===== config.mk =====
export PLATFORM = sky130hd
export DESIGN_NAME = dma_m2m_channel
export DESIGN_NICKNAME = d
export VERILOG_FILES = /design/src/rtl/dma_pkg.sv /design/src/rtl/dma_chan_regs.sv /design/src/rtl/dma_xfer_engine.sv /design/src/rtl/dma_m2m_channel.sv
export SDC_FILE = /design/constraint.sdc
export NUM_CORES = 1
export LEC_CHECK = 0
export BUFFER_PORTS_ARGS = -buffer_cell sky130_fd_sc_hd__clkbuf_2
export CORE_MARGIN = 3
export CORE_UTILIZATION = 29
export CTS_BUF_LIST = sky130_fd_sc_hd__clkbuf_8
export CTS_CLUSTER_SIZE = 40
export DETAILED_ROUTE_END_ITERATION = 6
export PLACE_DENSITY = 0.59
export SLEW_MARGIN = 20
export SYNTH_ARGS = -nofsm -noshare
export SYNTH_HDL_FRONTEND = slang
export SYNTH_SLANG_ARGS = --single-unit

===== constraint.sdc =====
create_clock -name clk -period 3.33 [get_ports clk]
set_clock_uncertainty 0.2 [all_clocks]
set_input_delay 0.333 -clock clk [delete_from_list [all_inputs] [get_ports clk]]
set_output_delay 0.333 -clock clk [all_outputs]
set_load 0.03 [all_outputs]

===== src/rtl/dma_pkg.sv =====
`timescale 1ns/1ps
package dma_pkg;
  localparam int REG_W = 32;
  localparam int IDX_W = 3;

  localparam logic [IDX_W-1:0] IDX_CTRL = 3'd0;
  localparam logic [IDX_W-1:0] IDX_SRC  = 3'd1;
  localparam logic [IDX_W-1:0] IDX_DST  = 3'd2;
  localparam logic [IDX_W-1:0] IDX_CNT  = 3'd3;
  localparam logic [IDX_W-1:0] IDX_STAT = 3'd4;

  localparam logic [1:0] MODE_SW    = 2'b10;
  localparam logic [1:0] MODE_PACED = 2'b11;

  typedef enum logic [1:0] {WID_8 = 2'd0, WID_16 = 2'd1, WID_32 = 2'd2, WID_32B = 2'd3} width_e;

  typedef struct packed {
    logic   buf_en;
    logic   pace_src;
    logic   dst_step;
    logic   src_step;
    width_e width;
    logic [1:0] mode;
    logic   run;
  } ctrl_t;

  localparam int CTRL_W = $bits(ctrl_t);

  typedef enum logic [1:0] {ST_IDLE, ST_READ, ST_WRITE} eng_state_e;

  function automatic logic [2:0] step_bytes(width_e w);
    case (w)
      WID_8:   return 3'd1;
      WID_16:  return 3'd2;
      default: return 3'd4;
    endcase
  endfunction

  function automatic logic [1:0] size_code(width_e w);
    case (w)
      WID_8:   return 2'd0;
      WID_16:  return 2'd1;
      default: return 2'd2;
    endcase
  endfunction

  function automatic logic is_aligned(logic [1:0] lo, width_e w);
    case (w)
      WID_8:   return 1'b1;
      WID_16:  return ~lo[0];
      default: return (lo == 2'b00);
    endcase
  endfunction
endpackage


===== src/rtl/dma_chan_regs.sv =====
`timescale 1ns/1ps
module dma_chan_regs
  import dma_pkg::*;
#(
  parameter int AW = 32,
  parameter int CW = 16
) (
  input  logic                clk,
  input  logic                rst_n,
  input  logic                cfg_wr,
  input  logic [IDX_W-1:0]    cfg_addr,
  input  logic [REG_W-1:0]    cfg_wdata,
  input  logic [IDX_W-1:0]    cfg_raddr,
  output logic [REG_W-1:0]    cfg_rdata,
  input  logic                xfer_done,
  input  logic                align_err,
  output ctrl_t               ctrl,
  output logic [AW-1:0]       src_addr,
  output logic [AW-1:0]       dst_addr,
  output logic [CW-1:0]       count
);
  logic tc_q, err_q;
  logic [AW-1:0] src_step_v, dst_step_v;

  assign src_step_v = ctrl.src_step ? AW'(step_bytes(ctrl.width)) : '0;
  assign dst_step_v = ctrl.dst_step ? AW'(step_bytes(ctrl.width)) : '0;

  always_ff @(posedge clk) begin
    if (!rst_n) begin
      ctrl     <= '0;
      src_addr <= '0;
      dst_addr <= '0;
      count    <= '0;
      tc_q     <= 1'b0;
      err_q    <= 1'b0;
    end else begin
      if (cfg_wr) begin
        case (cfg_addr)
          IDX_CTRL: ctrl <= ctrl_t'(cfg_wdata[CTRL_W-1:0]);
          IDX_SRC:  if (!ctrl.run) src_addr <= cfg_wdata[AW-1:0];
          IDX_DST:  if (!ctrl.run) dst_addr <= cfg_wdata[AW-1:0];
          IDX_CNT:  if (!ctrl.run) count <= cfg_wdata[CW-1:0];
          IDX_STAT: begin
            tc_q  <= tc_q & ~cfg_wdata[0];
            err_q <= err_q & ~cfg_wdata[1];
          end
          default: ;
        endcase
      end
      if (xfer_done) begin
        src_addr <= src_addr + src_step_v;
        dst_addr <= dst_addr + dst_step_v;
        count    <= count - 1'b1;
      end
      if (align_err) begin
        err_q    <= 1'b1;
        ctrl.run <= 1'b0;
      end
      if (ctrl.run && count == '0) begin
        tc_q     <= 1'b1;
        ctrl.run <= 1'b0;
      end
    end
  end

  always_comb begin
    case (cfg_raddr)
      IDX_CTRL: cfg_rdata = REG_W'(ctrl);
      IDX_SRC:  cfg_rdata = REG_W'(src_addr);
      IDX_DST:  cfg_rdata = REG_W'(dst_addr);
      IDX_CNT:  cfg_rdata = REG_W'(count);
      IDX_STAT: cfg_rdata = REG_W'({err_q, tc_q});
      default:  cfg_rdata = '0;
    endcase
  end

  // the terminal flag never rises while the channel remains running
  p_tc_stops_run_r3: assert property (@(posedge clk) disable iff (!rst_n)
    $rose(tc_q) |-> !ctrl.run);

  // while running and no item completes, the addresses cannot be rewritten
  p_addr_lock_r2: assert property (@(posedge clk) disable iff (!rst_n)
    (ctrl.run && !xfer_done) |=> ($stable(src_addr) && $stable(dst_addr)));

  // an alignment error always leaves the error flag set and run clear
  p_err_stops_r6: assert property (@(posedge clk) disable iff (!rst_n)
    align_err |=> (err_q && !ctrl.run));
endmodule


===== src/rtl/dma_xfer_engine.sv =====
`timescale 1ns/1ps
module dma_xfer_engine
  import dma_pkg::*;
#(
  parameter int AW = 32,
  parameter int DW = 32,
  parameter int CW = 16
) (
  input  logic           clk,
  input  logic           rst_n,
  input  logic           run,
  input  logic [1:0]     mode,
  input  width_e         width,
  input  logic           pace_src,
  input  logic [AW-1:0]  src_addr,
  input  logic [AW-1:0]  dst_addr,
  input  logic [CW-1:0]  count,
  input  logic           dev_req,
  input  logic           mem_gnt,
  input  logic [DW-1:0]  mem_rdata,
  output logic           mem_req,
  output logic           mem_we,
  output logic [AW-1:0]  mem_addr,
  output logic [1:0]     mem_size,
  output logic [DW-1:0]  mem_wdata,
  output logic           dev_ack,
  output logic           xfer_done,
  output logic           align_err
);
  eng_state_e state, state_nx;
  logic [DW-1:0] hold_q;
  logic paced, runnable, addr_ok, eligible, launch;

  assign paced    = (mode == MODE_PACED);
  assign runnable = paced || (mode == MODE_SW);
  assign addr_ok  = is_aligned(src_addr[1:0], width) && is_aligned(dst_addr[1:0], width);
  assign eligible = (state == ST_IDLE) && run && (count != '0) && runnable;
  assign align_err = eligible && !addr_ok;
  assign launch    = eligible && addr_ok && (!paced || dev_req);

  always_comb begin
    state_nx = state;
    case (state)
      ST_IDLE:  if (launch) state_nx = ST_READ;
      ST_READ:  if (mem_gnt) state_nx = ST_WRITE;
      ST_WRITE: if (mem_gnt) state_nx = ST_IDLE;
      default:  state_nx = ST_IDLE;
    endcase
  end

  always_ff @(posedge clk) begin
    if (!rst_n) begin
      state  <= ST_IDLE;
      hold_q <= '0;
    end else begin
      state <= state_nx;
      if (state == ST_READ && mem_gnt) hold_q <= mem_rdata;
    end
  end

  assign mem_req   = (state != ST_IDLE);
  assign mem_we    = (state == ST_WRITE);
  assign mem_addr  = (state == ST_WRITE) ? dst_addr : src_addr;
  assign mem_size  = size_code(width);
  assign mem_wdata = hold_q;
  assign xfer_done = (state == ST_WRITE) && mem_gnt;
  assign dev_ack   = paced && mem_gnt &&
                     (pace_src ? (state == ST_READ) : (state == ST_WRITE));

  // a pending beat keeps its attributes until granted
  p_hold_r9: assert property (@(posedge clk) disable iff (!rst_n)
    (mem_req && !mem_gnt) |=> (mem_req && $stable(mem_addr) && $stable(mem_we)
                               && $stable(mem_size) && $stable(mem_wdata)));

  // a granted read is followed by a write of the returned data
  p_read_then_write_r5: assert property (@(posedge clk) disable iff (!rst_n)
    (mem_req && !mem_we && mem_gnt) |=> (mem_req && mem_we && mem_wdata == $past(mem_rdata)));

  // a paced item starts only after the request was seen high in idle
  p_paced_start_r4: assert property (@(posedge clk) disable iff (!rst_n)
    (state == ST_READ && $past(state) == ST_IDLE && paced) |-> $past(dev_req));

  // every memory request carries an address aligned to the width
  p_aligned_r6: assert property (@(posedge clk) disable iff (!rst_n)
    mem_req |-> is_aligned(mem_addr[1:0], width));
endmodule


===== src/rtl/dma_m2m_channel.sv =====
`timescale 1ns/1ps
module dma_m2m_channel
  import dma_pkg::*;
#(
  parameter int AW = 32,
  parameter int DW = 32,
  parameter int CW = 16
) (
  input  logic              clk,
  input  logic              rst_n,
  input  logic              cfg_wr,
  input  logic [2:0]        cfg_addr,
  input  logic [31:0]       cfg_wdata,
  input  logic [2:0]        cfg_raddr,
  output logic [31:0]       cfg_rdata,
  output logic              mem_req,
  output logic              mem_we,
  output logic [AW-1:0]     mem_addr,
  output logic [1:0]        mem_size,
  output logic [DW-1:0]     mem_wdata,
  input  logic              mem_gnt,
  input  logic [DW-1:0]     mem_rdata,
  input  logic              dev_req,
  output logic              dev_ack
);
  ctrl_t          ctrl;
  logic [AW-1:0]  src_addr, dst_addr;
  logic [CW-1:0]  count;
  logic           xfer_done, align_err;

  dma_chan_regs #(.AW(AW), .CW(CW)) u_regs (
    .clk       (clk),
    .rst_n     (rst_n),
    .cfg_wr    (cfg_wr),
    .cfg_addr  (cfg_addr),
    .cfg_wdata (cfg_wdata),
    .cfg_raddr (cfg_raddr),
    .cfg_rdata (cfg_rdata),
    .xfer_done (xfer_done),
    .align_err (align_err),
    .ctrl      (ctrl),
    .src_addr  (src_addr),
    .dst_addr  (dst_addr),
    .count     (count)
  );

  dma_xfer_engine #(.AW(AW), .DW(DW), .CW(CW)) u_engine (
    .clk       (clk),
    .rst_n     (rst_n),
    .run       (ctrl.run),
    .mode      (ctrl.mode),
    .width     (ctrl.width),
    .pace_src  (ctrl.pace_src),
    .src_addr  (src_addr),
    .dst_addr  (dst_addr),
    .count     (count),
    .dev_req   (dev_req),
    .mem_gnt   (mem_gnt),
    .mem_rdata (mem_rdata),
    .mem_req   (mem_req),
    .mem_we    (mem_we),
    .mem_addr  (mem_addr),
    .mem_size  (mem_size),
    .mem_wdata (mem_wdata),
    .dev_ack   (dev_ack),
    .xfer_done (xfer_done),
    .align_err (align_err)
  );

  // no source read is ever issued with the count exhausted
  p_no_read_at_zero_r3: assert property (@(posedge clk) disable iff (!rst_n)
    (mem_req && !mem_we) |-> (count != '0));

  // in software-started mode the device never sees an acknowledge
  p_sw_no_ack_r8: assert property (@(posedge clk) disable iff (!rst_n)
    (ctrl.mode == MODE_SW) |-> !dev_ack);
endmodule


==> impl_metrics.ini, run 1 <==
[pwr]
power.share.clock_pct = 41.3
leakagePower_nw = 3.79
seqPwrFrac_pct = 46.9
comb_power_share_pct = 11.7
p_total_mw = 3.34
power_density_mw_per_mm2 = 344
vdd_drop_max_mv = 0.252
p_switching_mw = 0.967
swShare_pct = 29.0
p_int_mw = 2.37

[final_layout]
num_antenna_cells = 0
post-route-util_pct = 38.1
fin_area_mm2 = 0.00969
fill_cells = 2695
drive_gt1_share_pct = 21.3
fin_nets = 1319
area_growth_pct = 28.3
fin_cells = 1577

[synth]
synth_top_family_by_area = simple AND/OR/NAND/NOR gates
synth_area_mm2 = 0.00755
synth-seq-area-share_pct = 33.1
synthMuxAreaShare_pct = 5.37
ys.flop_type = dfxtp_1
postSynthCellCount = 1038
synthSimpleGateAreaFrac_pct = 30.2
synth_xor_area_share_pct = 0.812
synth_edf_count = 0
synth_seq_cells = 125
synth.distinct_cells = 63
synth_adder_area_share_pct = 1.86
synth_compound_area_share_pct = 24.2
synthArstFlopShare_pct = 0
synth_nets = 1123
ys_warn_count = 0
avgSynthCellArea_um2 = 7.28

[clocking]
clock_path_buffers = 2
cts_root_buffer = clkbuf_8
htree_levels = 4
clk_pin_slew_ps = 80
cts_made_buffers = 17
clkLatencyLatePin_ps = 460
clkSinkCount = 125
cts_tree = built
cts_resized = 0

[timing]
relSlewSlack_pct = 29.3
fin_crit_sh_pct = 89.4
setup-violations-final = 0
setup_slack_ps = 353
whs_ps = 17.4
finalHoldViolations = 0
worst_pin_slew_ps = 1060
slew_viol_final = 0
tns_ps = 0
rsz0062_at_grt = false
post-route-min-period_ps = 2980
max_freq_ghz = 0.336

[floorplan]
ioPinCount = 176
die-area_mm2 = 0.0280
num_rows = 58
chipWidth_um = 167
start_util_pct = 29.7
die_y_um = 167
core_area_mm2 = 0.0254

[placement]
place.detailed.hpwl_um = 22100
place_area_mm2 = 0.00880
place_inst = 1496
io_buffer_count = 175
place_ws_ps = 425
gp_congestion = 0.902

[grt]
grt_pass1_wl_um = 48000
grt_overflow_total = 0
track_usage_pct = 21.4
grt_use_met3_pct = 5.67
grt_busiest_layer = met2
grt_pass1_vias = 8422
met2_usage_pct = 33.7
antenna_found_initial = 1
grt_max_degree = 38
grtUsageMet1_pct = 28.1

[route]
via_count = 8745
drtPass1Iterations = 5
post_drt_wl_per_cell_um = 19.6
drc = 0
drtIter0Drc = 958
antenna_left = 0
postRouteWirelength_um = 31000
vias_per_cell = 5.55

[setup_path]
crit_buf_inv = 0
rr_startpoint = u_regs.ctrl[4]$_SDFFE_PN0P_
cp-start-kind = flip-flop
crit_path_cell_trace = nor2_1 -> and2_1 -> ha_1 -> fa_1 -> a21oi_1 -> nor4_1 -> a41o_1 -> nor2_1 -> a211oi_1
r2r_cells = 9
r2r-end = u_regs.dst_addr[16]$_SDFFE_PN0P_
crit_top_cell = nor2_1
end_kind = flip-flop
cp_max_fo = 8
rrSetupSlack_ps = 350
required_ps = 3500
critPathSlowestCell = nor4_1
path_class = flip-flop to flip-flop
critPathMaxStageDelay_ps = 860
crit_arrival_ps = 3140
critPathTopFamily = simple AND/OR/NAND/NOR gates

[min_path]
hold_start = cfg_wdata[0]
hold_depth = 3
hold_class = input pin to flip-flop
min_to = u_regs.count[0]$_SDFFE_PN0P_

[run_status]
status = finished, final reports clean

[run]
drv_cap = 0
==> cells in the final DEF, fill, tap and decap left out, types with 7 or more instances in the layout <==
cell	instances
or3_1	7
mux2i_1	9
and3_1	16
nor2b_1	12
nand3_1	31
nor2_1	88
a22oi_1	30
o21ai_0	41
clkbuf_8	18
or4_1	10
nand4_1	20
a311oi_1	13
a31oi_1	20
and2_1	10
a211oi_1	17
inv_1	11
ha_1	8
dfxtp_1	125
clkbuf_2	175
mux4_2	7
o211ai_1	16
nor3_1	32
a21oi_1	95
dlygate4sd3_1	49
nand2_1	237
buf_4	28
mux2_2	14
==> cells in the mapped netlist, drive strengths merged, types with 3 or more instances <==
| cell type | n | area share (%) |
|---|---|---|
| a211oi | 17 | 1.7 |
| a21o | 6 | 0.60 |
| a21oi | 95 | 6.3 |
| a221oi | 6 | 0.70 |
| a22oi | 30 | 3.0 |
| a2bb2oi | 3 | 0.35 |
| a311oi | 13 | 1.5 |
| a31oi | 20 | 1.7 |
| a32oi | 3 | 0.35 |
| and2 | 10 | 0.83 |
| and3 | 16 | 1.3 |
| and4 | 5 | 0.58 |
| buf | 9 | 0.50 |
| clkbuf | 68 | 3.4 |
| dfxtp | 125 | 33 |
| ha | 8 | 1.3 |
| inv | 11 | 0.55 |
| mux2 | 14 | 2.1 |
| mux2i | 9 | 1.2 |
| mux4 | 7 | 2.1 |
| nand2 | 237 | 12 |
| nand2b | 5 | 0.41 |
| nand3 | 31 | 2.1 |
| nand3b | 5 | 0.50 |
| nand4 | 20 | 1.7 |
| nor2 | 88 | 4.4 |
| nor2b | 12 | 0.99 |
| nor3 | 34 | 2.4 |
| nor4 | 7 | 0.66 |
| o211ai | 16 | 1.6 |
| o21a | 5 | 0.50 |
| o21ai | 41 | 2.7 |
| o311ai | 6 | 0.70 |
| o31a | 4 | 0.46 |
| o31ai | 4 | 0.40 |
| or3 | 7 | 0.58 |
| or4 | 10 | 0.99 |
| xor2 | 6 | 0.70 |
==> sequential cells by signal, indices dropped and copies added (netlist names) <==
register and cells:
u_engine.mem_wdata 32, u_regs.dst_addr 32, u_regs.src_addr 32, u_regs.count 16, u_regs.ctrl 9, u_engine.state 2
u_regs.err_q 1, u_regs.tc_q 1
==> routing by layer <==
layer / vias to the layer above / wire (um)
li1: 4165 / -
met1: 4057 / 13000
met2: 456 / 13900
met3: 65 / 3000
met4: 2 / 1030
met5: - / 13
==> worst register-to-register path, cell delays in order (launching register included) <==
cell and delay (ps):
dfxtp_1 380, nor2_1 180, and2_1 150, ha_1 190, fa_1 250, a21oi_1 150
nor4_1 860, a41o_1 280, nor2_1 40, a211oi_1 210
==> cell type report <==
type / count / area, um2 / share of cell area [%]
Multi-Input combinational cell: 824 / 4720 / 48.7
Sequential cell: 125 / 2500 / 25.8
Timing Repair Buffer: 254 / 1620 / 16.7
Tap cell: 330 / 413 / 4.26
Clock buffer: 18 / 248 / 2.56
Clock inverter: 14 / 145 / 1.50
Inverter: 12 / 45.0 / 0.465
==> power groups by stage <==
stage | Combinational [mW] | Clock, mW | Sequential [mW]
finish | 0.390 | 1.38 | 1.57
CTS | 0.388 | 1.39 | 1.56
floorplan | 0.199 | 0 | 1.58
global placement | 0.339 | 0 | 1.60
global route | 0.421 | 1.46 | 1.57
detailed placement | 0.341 | 0 | 1.60
==> how the worst max path moves through the flow <==
| stage | end | from | depth (start not counted) | slack [ps] |
|---|---|---|---|---|
| global route | u_regs.dst_addr[16]$_SDFFE_PN0P_ | u_regs.ctrl[4]$_SDFFE_PN0P_ | 9 | 110 |
| finish | u_regs.dst_addr[16]$_SDFFE_PN0P_ | u_regs.ctrl[4]$_SDFFE_PN0P_ | 9 | 350 |
| floorplan | u_regs.src_addr[17]$_SDFFE_PN0P_ | u_regs.ctrl[3]$_SDFFE_PN0P_ | 10 | 350 |
| global placement | u_regs.src_addr[20]$_SDFFE_PN0P_ | u_regs.ctrl[4]$_SDFFE_PN0P_ | 9 | 490 |
| CTS | u_regs.dst_addr[16]$_SDFFE_PN0P_ | u_regs.ctrl[4]$_SDFFE_PN0P_ | 9 | 400 |
| detailed placement | u_regs.dst_addr[16]$_SDFFE_PN0P_ | u_regs.ctrl[4]$_SDFFE_PN0P_ | 9 | 420 |
==> cell families (layout without fill, tap and decap cells) <==
kind of cell / Yosys count / in the layout
and+or+nand+nor: 494 / 494
AOI/OAI and AO/OA: 283 / 283
DFF: 125 / 125
buffers and inverters: 89 / 298
muxes: 30 / 30
adders and majority gates: 10 / 10
xor gates and xnor gates: 7 / 7
==> repair_timing <==
item,in CTS,in global routing
hold buffers,49,0
endpoints found under the setup margin,0,0
endpoints found under the hold margin,52,0
buffers inserted,0,0
(Power assumes the default switching activity.)
==> run 2, diff against run 1 <==
CORE_UTILIZATION = 40   (was 29)
PLACE_DENSITY = 0.73   (was 0.59)
==> run 2 against run 1 <==
Via count up 2.4%. Hold slack better by 5.2 ps. Largest power group unchanged. Final area down 0.27%. Critical path type unchanged.
==> impl_metrics.ini, run 2 (same netlist as run 1, synthesis figures left out) <==
[run_status]
status = finished, final reports clean

[pwr]
swShare_pct = 31.0
comb_power_share_pct = 11.5
vdd_drop_max_mv = 0.444
seqPwrFrac_pct = 46.3
leakagePower_nw = 3.84
power_density_mw_per_mm2 = 350
p_total_mw = 3.38
p_switching_mw = 1.05
power.share.clock_pct = 42.2
p_int_mw = 2.34

[setup_path]
rrSetupSlack_ps = 210
cp_max_fo = 8
crit_path_cell_trace = nor2_1 -> and2_1 -> ha_1 -> fa_1 -> a21oi_1 -> nor4_1 -> a41o_1 -> nor2_1 -> a211oi_1
cp-start-kind = flip-flop
required_ps = 3510
critPathSlowestCell = nor4_1
crit_top_cell = nor2_1
end_kind = flip-flop
critPathMaxStageDelay_ps = 960
path_class = flip-flop to flip-flop
crit_arrival_ps = 3290

[grt]
grt_pass1_vias = 8490
grt_pass1_wl_um = 45100
antenna_found_initial = 0
track_usage_pct = 27.6
grt_max_degree = 40
grt_overflow_total = 0

[floorplan]
num_rows = 49
core_area_mm2 = 0.0183
ioPinCount = 176
start_util_pct = 41.3
die_y_um = 143
chipWidth_um = 143
die-area_mm2 = 0.0206

[run]
drv_cap = 0

[placement]
gp_congestion = 1.01
place_ws_ps = 335
place.detailed.hpwl_um = 19700
io_buffer_count = 175

[clocking]
clk_pin_slew_ps = 90
cts_made_buffers = 17
htree_levels = 4
clock_path_buffers = 2
cts_tree = built
cts_setup_buffers = 0
clkSinkCount = 125
clkLatencyLatePin_ps = 470
cts_root_buffer = clkbuf_8

[route]
drc = 0
post_drt_wl_per_cell_um = 19.1
antenna_left = 0
postRouteWirelength_um = 28300
drtIter0Drc = 949
vias_per_cell = 6.04
drtPass1Iterations = 7
via_count = 8957

[timing]
max_freq_ghz = 0.321
rsz0062_at_grt = false
whs_ps = 22.6
relSlewSlack_pct = 25.4
slew_viol_final = 0
finalHoldViolations = 0
setup_slack_ps = 214
post-route-min-period_ps = 3120
fin_crit_sh_pct = 93.6
worst_pin_slew_ps = 1110
setup-violations-final = 0
tns_ps = 0

[final_layout]
post-route-util_pct = 52.9
final_cell_mix = nand2_1 (237), clkbuf_2 (175), dfxtp_1 (125), a21oi_1 (95), nor2_1 (88)
num_antenna_cells = 0
layout_commonest_cell = nand2_1
fin_nets = 1326
area_growth_pct = 27.9
drive_gt1_share_pct = 21.2

[min_path]
hold_class = input pin to flip-flop
-- run 2: stage by stage --
stage,instance area [um2],cells
2_1_floorplan,7550,1038
3_3_place_gp,8670,1394
3_5_place_dp,8670,1394
4_1_cts,9660,1483
5_1_grt,9660,1483
6_report,9660,1483
-- run 2: worst paths after layout --
path,start,depth (start not counted),endpoint
hold reg to reg,u_engine.mem_wdata[27]$_SDFFE_PN0P_,2,u_engine.mem_wdata[27]$_SDFFE_PN0P_
setup / recovery,u_regs.ctrl[4]$_SDFFE_PN0P_,9,u_regs.dst_addr[16]$_SDFFE_PN0P_
hold / removal,cfg_wdata[10],3,u_regs.src_addr[10]$_SDFFE_PN0P_
setup reg to reg,u_regs.ctrl[4]$_SDFFE_PN0P_,9,u_regs.dst_addr[16]$_SDFFE_PN0P_
-- run 2: power groups by stage --
| stage | sequential [mW] | clock, mW | combinational [mW] |
|---|---|---|---|
| after global placement | 1.60 | 0 | 0.329 |
| after floorplan | 1.58 | 0 | 0.199 |
| final | 1.57 | 1.43 | 0.391 |
| after global routing | 1.57 | 1.51 | 0.420 |
| after detailed placement | 1.60 | 0 | 0.330 |
| after CTS | 1.56 | 1.44 | 0.384 |
-- run 2: timing repair --
item	CTS	global route
resized for setup	0	0
hold endpoints to repair	65	0
hold buffers	57	0
-- run 2: cell type report --
cell class	count	area, um2
fill	1753	8610
multi-input combinational	824	4720
sequential	125	2500
timing repair buffer	261	1690
tap	229	287
clock buffer	17	234
clock inverter	15	186
inverter	12	45.0
-- run 2: worst max-delay path: cells and delay by family, from the launching register on --
family          cells  cell delay, ps
compound gates      3             660
flops               1             380
simple gates        4            1370
fa+ha+maj           2             430
-- run 2: metal layers --
| layer | GRT usage [%] | share of wire [%] |
|---|---|---|
| met1 | 35.6 | 41 |
| met2 | 44.7 | 45 |
| met3 | 6.26 | 10 |
| met4 | 11.1 | 3.4 |
| met5 | 0 | 0 |
